### src/rtl/baudmod_pkg.sv
package baudmod_pkg;

    // Default widths of the configuration inputs
    localparam int unsigned PRESC_W_DEF = 16;
    localparam int unsigned PAT_W_DEF   = 8;

    // Shortest bit the timer produces, in input clocks
    localparam int unsigned MIN_DIV     = 3;

    // Raise a too-small prescaler to the shortest legal bit
    function automatic int unsigned clamp_div(input int unsigned raw);
        return (raw < MIN_DIV) ? MIN_DIV : raw;
    endfunction

    // Width of a pattern index for a pattern of the given length
    function automatic int unsigned idx_width(input int unsigned n);
        return (n > 1) ? $clog2(n) : 1;
    endfunction

endpackage

### src/rtl/bm_cfg_shadow.sv
module bm_cfg_shadow #(
    parameter int unsigned PRESC_W = baudmod_pkg::PRESC_W_DEF,
    parameter int unsigned PAT_W   = baudmod_pkg::PAT_W_DEF
) (
    input  logic               clk,
    input  logic               rst,
    input  logic               load,
    input  logic [PRESC_W-1:0] presc_in,
    input  logic [PAT_W-1:0]   pat_in,
    output logic [PRESC_W-1:0] presc_q,
    output logic [PAT_W-1:0]   pat_q
);
    import baudmod_pkg::*;

    logic [PRESC_W-1:0] presc_clamped;

    always_comb begin
        presc_clamped = PRESC_W'(clamp_div(32'(presc_in)));
    end

    always_ff @(posedge clk) begin
        if (rst) begin
            presc_q <= PRESC_W'(MIN_DIV);
            pat_q   <= '0;
        end else if (load) begin
            presc_q <= presc_clamped;
            pat_q   <= pat_in;
        end
    end

endmodule

### src/rtl/bm_pattern_ptr.sv
module bm_pattern_ptr #(
    parameter int unsigned PAT_W = baudmod_pkg::PAT_W_DEF,
    localparam int unsigned IDX_W = baudmod_pkg::idx_width(PAT_W)
) (
    input  logic             clk,
    input  logic             rst,
    input  logic             en,
    input  logic             tick,
    input  logic [PAT_W-1:0] pat_q,
    output logic [IDX_W-1:0] idx,
    output logic             stretch
);
    localparam logic [IDX_W-1:0] LAST = IDX_W'(PAT_W - 1);

    always_ff @(posedge clk) begin
        if (rst || !en) begin
            idx <= '0;
        end else if (tick) begin
            idx <= (idx == LAST) ? '0 : idx + IDX_W'(1);
        end
    end

    always_comb begin
        stretch = pat_q[idx];
    end

endmodule

### src/rtl/bm_period_counter.sv
module bm_period_counter #(
    parameter int unsigned PRESC_W = baudmod_pkg::PRESC_W_DEF,
    localparam int unsigned CNT_W = PRESC_W + 1
) (
    input  logic               clk,
    input  logic               rst,
    input  logic               en,
    input  logic [PRESC_W-1:0] presc_q,
    input  logic               stretch,
    output logic               tick
);
    logic [CNT_W-1:0] cnt;
    logic [CNT_W-1:0] last_cnt;

    always_comb begin
        last_cnt = {1'b0, presc_q} + CNT_W'(stretch) - CNT_W'(1);
        tick     = en && (cnt == last_cnt);
    end

    always_ff @(posedge clk) begin
        if (rst || !en || tick) begin
            cnt <= '0;
        end else begin
            cnt <= cnt + CNT_W'(1);
        end
    end

endmodule

### src/rtl/baudmod_gen.sv
module baudmod_gen #(
    parameter int unsigned PRESC_W = baudmod_pkg::PRESC_W_DEF,
    parameter int unsigned PAT_W   = baudmod_pkg::PAT_W_DEF,
    localparam int unsigned IDX_W  = baudmod_pkg::idx_width(PAT_W)
) (
    input  logic               clk,
    input  logic               rst,
    input  logic               en,
    input  logic [PRESC_W-1:0] presc,
    input  logic [PAT_W-1:0]   stretch_pat,
    output logic               bit_tick,
    output logic [IDX_W-1:0]   bit_idx
);
    logic [PRESC_W-1:0] presc_q;
    logic [PAT_W-1:0]   pat_q;
    logic               stretch;
    logic               cfg_load;

    // Settings are captured while idle or at the boundary between two bits
    always_comb begin
        cfg_load = !en || bit_tick;
    end

    bm_cfg_shadow #(.PRESC_W(PRESC_W), .PAT_W(PAT_W)) u_shadow (
        .clk      (clk),
        .rst      (rst),
        .load     (cfg_load),
        .presc_in (presc),
        .pat_in   (stretch_pat),
        .presc_q  (presc_q),
        .pat_q    (pat_q)
    );

    bm_pattern_ptr #(.PAT_W(PAT_W)) u_ptr (
        .clk     (clk),
        .rst     (rst),
        .en      (en),
        .tick    (bit_tick),
        .pat_q   (pat_q),
        .idx     (bit_idx),
        .stretch (stretch)
    );

    bm_period_counter #(.PRESC_W(PRESC_W)) u_cnt (
        .clk     (clk),
        .rst     (rst),
        .en      (en),
        .presc_q (presc_q),
        .stretch (stretch),
        .tick    (bit_tick)
    );

endmodule

### config.mk
export PLATFORM = sky130hd
export DESIGN_NAME = baudmod_gen
export DESIGN_NICKNAME = d
export VERILOG_FILES = /design/src/rtl/baudmod_pkg.sv /design/src/rtl/bm_cfg_shadow.sv /design/src/rtl/bm_pattern_ptr.sv /design/src/rtl/bm_period_counter.sv /design/src/rtl/baudmod_gen.sv
export SDC_FILE = /design/constraint.sdc
export NUM_CORES = 1
export LEC_CHECK = 0
export BUFFER_PORTS_ARGS = -buffer_cell sky130_fd_sc_hd__clkbuf_2
export CELL_PAD_IN_SITES_DETAIL_PLACEMENT = 1
export CELL_PAD_IN_SITES_GLOBAL_PLACEMENT = 2
export CORE_MARGIN = 2
export CORE_UTILIZATION = 23
export CTS_CLUSTER_DIAMETER = 80
export DETAILED_ROUTE_END_ITERATION = 12
export PLACE_DENSITY = 0.6
export SYNTH_ARGS = -nofsm -noshare
export SYNTH_HDL_FRONTEND = slang
export SYNTH_SLANG_ARGS = --single-unit
### constraint.sdc
create_clock -name clk -period 5.6 [get_ports clk]
set_input_delay 0 -clock clk [delete_from_list [all_inputs] [get_ports clk]]
set_output_delay 0 -clock clk [all_outputs]
set_load 0.02 [all_outputs]
==> results.rst <==
.. list-table::
   :header-rows: 1

   * - Metric
     - Value
   * - Net count of the mapped netlist
     - 429
   * - Final Routed Wirelength
     - between 8000 and 9000 µm
   * - Synthesized instance count
     - between 300 and 400
   * - Final weighted congestion in routability-driven placement
     - ~0.79
   * - VDD IR-drop max
     - about 0.00013 V
   * - DRC
     - 0
   * - Detail-routed via count per cell
     - roughly 4.9
   * - Routed len/inst
     - approximately 15 µm
   * - Pin count of the biggest net entering global routing
     - about 70
   * - Share of power burned in registers
     - between 40% and 50%
   * - Cell variety after synth
     - 55
   * - Clock root buffer master
     - clkbuf_16
   * - Row count
     - 42
   * - Clock transition at the register clock pins on the worst setup and hold paths after CTS
     - ~0.07 ns
   * - Beginning of the worst hold path
     - presc[0]
   * - Height of the chip
     - between 100 and 150 µm
   * - Type of the worst min-delay path
     - input port to flop
   * - Number of top-level pins
     - 31
   * - Latest clock arrival within the worst-skew pair
     - about 0.29 ns
   * - Tightest Pin Transition
     - approximately 1 ns
   * - Post-Place Worst Slack
     - ~1.0 ns
   * - Clock tree skew after final layout
     - between 0.01 and 0.015 ns
   * - Cell Int Power
     - ~0.57 mW
   * - R2R Setup Slk
     - around 1.2 ns
   * - WP data arrival
     - 4.60 ns
   * - F_max
     - 0.218 GHz
   * - Setup TNS
     - 0 ns
   * - DIE AREA
     - approximately 14000 µm²
   * - Number of max-capacitance violations reported
     - 0
   * - Final Critical Period
     - about 4.6 ns
   * - Sequential cell area fraction in the yosys report
     - roughly 28%
   * - Total of flip-flops plus latches after synthesis
     - between 40 and 50
   * - Timing endpoint of the critical path
     - bit_tick
   * - Part of the total power dissipated in combinational logic
     - 17.3%
   * - Portion of total power attributed to the clock network
     - 38.7%
   * - Post-synthesis instance area
     - 3100 µm²
   * - Number of global-route vias before repair
     - ~2800
   * - Syn. warnings
     - 0
   * - Worst setup path startpoint
     - u_ptr.idx[0]$_SDFFE_PP0P_
   * - Number of nets in the finished design
     - ~440
   * - Total number of clock tree sinks
     - 44
   * - Synth async-reset ratio
     - 0%
   * - Period utilisation layout
     - 82.1%
   * - Biggest area consumer among synthesized cells
     - dfxtp_1
   * - Predominant post-synthesis flop cell
     - dfxtp_1
   * - Number of buffers created by CTS
     - 5
   * - Max Transition Viols Final
     - 0
   * - Area Growth Syn to Fin
     - 13.7%
   * - Startpoint of the lowest-slack register-to-register path
     - u_ptr.idx[0]$_SDFFE_PP0P_
   * - Proportion of total power due to net switching
     - 28.6%
   * - Fill count
     - ~1600
   * - PostCTS Resize Cnt
     - 0
   * - Remaining antenna violation count
     - 0
   * - Post-detail-place hpwl
     - ~6500 µm
   * - Switching Power
     - 0.229 mW
   * - Largest delay share family, worst path
     - simple AND/OR/NAND/NOR gates
   * - Overall overflow remaining after global route
     - 0
   * - Worst Path Class, Setup
     - flop to output pin
   * - Number of diodes
     - 0
   * - Vias after detailed routing
     - roughly 2800
   * - Final hold violation count
     - 0
   * - Static leakage power
     - 1.29 nW
   * - Area of the core
     - ~13000 µm²
   * - Cell depth of the worst setup path
     - 12
   * - Total routing usage reported by global routing
     - about an eighth
   * - Area share of the largest cell type after synthesis
     - 28.4%
   * - Slowest cell on the critical path
     - nor4b_1
   * - Final-report setup violation count
     - 0
   * - Average cell area after synthesis
     - ~7.8 µm²
   * - CTS tree
     - yes
   * - Cell-by-cell listing of the critical path
     - mux4_2 -> mux2i_1 -> ha_1 -> ha_1 -> nor3b_2 -> and4_1 -> a211oi_1 -> nor3_1 -> a31oi_4 -> buf_4 -> nor4b_1 -> clkbuf_2
   * - Cell with the most instances on the worst path
     - ha_1
   * - Count of flip-flops with a built-in enable after synthesis
     - 0
   * - Quantity of I/O buffers inserted on ports
     - 30
   * - Total power density per cell area
     - 227 nW/µm²
   * - Worst slew margin relative to its limit
     - between 30% and 40%
   * - First-pass GRT wire length
     - 14900 µm
   * - Worst stage delay on the critical path
     - between 0.5 and 0.6 ns
   * - Status
     - finished clean
   * - Setup slack after layout
     - 1.00 ns
   * - Reg-to-reg critical path endpoint
     - u_shadow.presc_q[1]$_SDFFE_PP1P_
   * - Data required time of the critical path
     - ~5.6 ns
   * - Top area cells in the synthesized netlist
     - dfxtp_1, or4b_1, nand2_1, nor2_1, nor3b_1
   * - Number of antenna violations at the first check in global routing
     - 0
   * - Setup repair after global routing missed its margin
     - no
   * - Critical Path End Type
     - output pin
   * - Drt first-iter violations
     - approximately 130
   * - Maximum buffer depth of the clock tree
     - 2
   * - Die Width
     - roughly 120 µm
   * - Critical path startpoint category
     - flop
   * - TritonRoute pass-1 iters
     - 4
   * - CP Buf/Inv Count
     - 2
   * - Maximum fanout encountered on the critical timing path
     - 27
   * - Worst r2r path cells
     - 11
   * - Fraction of final layout cells sized beyond drive strength 1
     - roughly an eighth
   * - Starting utilization of the core area
     - a little under a quarter
   * - Htree depth
     - 2
==> synthesized netlist by cell type (all sizes together), types with 2 or more instances <==
cell / count
nand2: 57
nor4: 6
nor3b: 25
nor2: 48
a31oi: 2
inv: 6
nor4b: 2
mux2i: 5
mux4: 2
o32a: 2
nand3: 31
ha: 5
a211oi: 2
xor2: 19
clkbuf: 24
a21o: 2
dfxtp: 44
or4b: 23
buf: 6
xnor2: 15
and3: 6
a21oi: 23
o21ai: 4
nand4: 10
nor3: 5
==> cell families (layout without fill, tap and decap cells) <==
kind of cell	count (synthesis)	after routing	share of synthesized area, %
xor gates and xnor gates	34	34	9.60
DFF	44	44	28.4
muxes	7	7	3.07
AOI/OAI and AO/OA	51	51	11.8
buffers and inverters	36	46	5.21
adders and majority gates	5	5	2.02
and+or+nand+nor	220	220	39.9
==> per-stage QoR <==
step	util, %	hold WS (ns)	cells	cell area, µm²	total power [mW]
floorplan	-	0.154	397	3100	0.455
global placement	25.5	0.298	575	3360	0.496
detailed placement	25.5	0.297	575	3360	0.499
CTS	26.7	0.00722	583	3520	0.814
global route	26.7	0.00880	583	3520	0.844
finish	26.7	0.00499	583	3520	0.799
==> layout make-up <==
| cell class | instances | area [µm²] | share of cell area (%) |
|---|---|---|---|
| clock buffer | 7 | 153 | 4.33 |
| inverter | 6 | 22.5 | 0.639 |
| multi-input combinational | 317 | 2070 | 58.8 |
| sequential | 44 | 881 | 25.0 |
| tap | 176 | 220 | 6.25 |
| timing repair buffer | 33 | 175 | 4.97 |
==> flip-flops by register name, summed over array words and instances (netlist names) <==
| name | count |
|---|---|
| u_cnt.cnt | 17 |
| u_ptr.idx | 3 |
| u_shadow.pat_q | 8 |
| u_shadow.presc_q | 16 |
==> placed cells by master, fill, tap and decap left out, types with 2 or more instances in the layout <==
cell type	n
nand2_1	57
nor2_1	48
dfxtp_1	44
nand3_1	31
clkbuf_2	30
nor3b_1	24
a21oi_1	23
or4b_1	22
xor2_1	19
xnor2_1	15
nand4_1	9
nor4_1	6
inv_1	6
and3_1	6
mux2i_1	5
ha_1	5
clkbuf_16	5
nor3_1	4
o21ai_0	3
a21o_1	2
a211oi_1	2
mux4_2	2
o32a_1	2
clkbuf_8	2
buf_4	2
==> worst min-delay path by stage <==
stage	endpoint	slack (ns)	cells past startpoint
after floorplan	u_shadow.presc_q[0]$_SDFFE_PP1P_	0.15	1
after global placement	u_shadow.presc_q[0]$_SDFFE_PP1P_	0.30	2
after detailed placement	u_shadow.presc_q[1]$_SDFFE_PP1P_	0.30	2
after CTS	u_shadow.presc_q[0]$_SDFFE_PP1P_	0.007	2
after global routing	u_shadow.presc_q[0]$_SDFFE_PP1P_	0.009	2
final	u_shadow.presc_q[0]$_SDFFE_PP1P_	0.005	2
==> metal layers <==
layer  GRT usage, %  vias to the layer above  part of all wire [%]
met1           19.0                     1371                    54
met2           19.6                       27                    44
li1               -                     1449                     -
met5              0                        -                     0
met3           2.23                        2                   2.0
met4           2.28                        0                  0.44
==> repair_timing <==
action                    CTS  global route
hold endpoints to repair    1             0
setup buffers               0             0
hold buffers                1             0
==> power groups by stage <==
stage,Sequential [mW],Combinational [mW],Clock (mW)
floorplan,0.346,0.109,0
global placement,0.360,0.137,0
detailed placement,0.360,0.139,0
CTS,0.352,0.140,0.321
global route,0.355,0.157,0.332
finish,0.352,0.138,0.309
(Power assumes the default switching activity.)
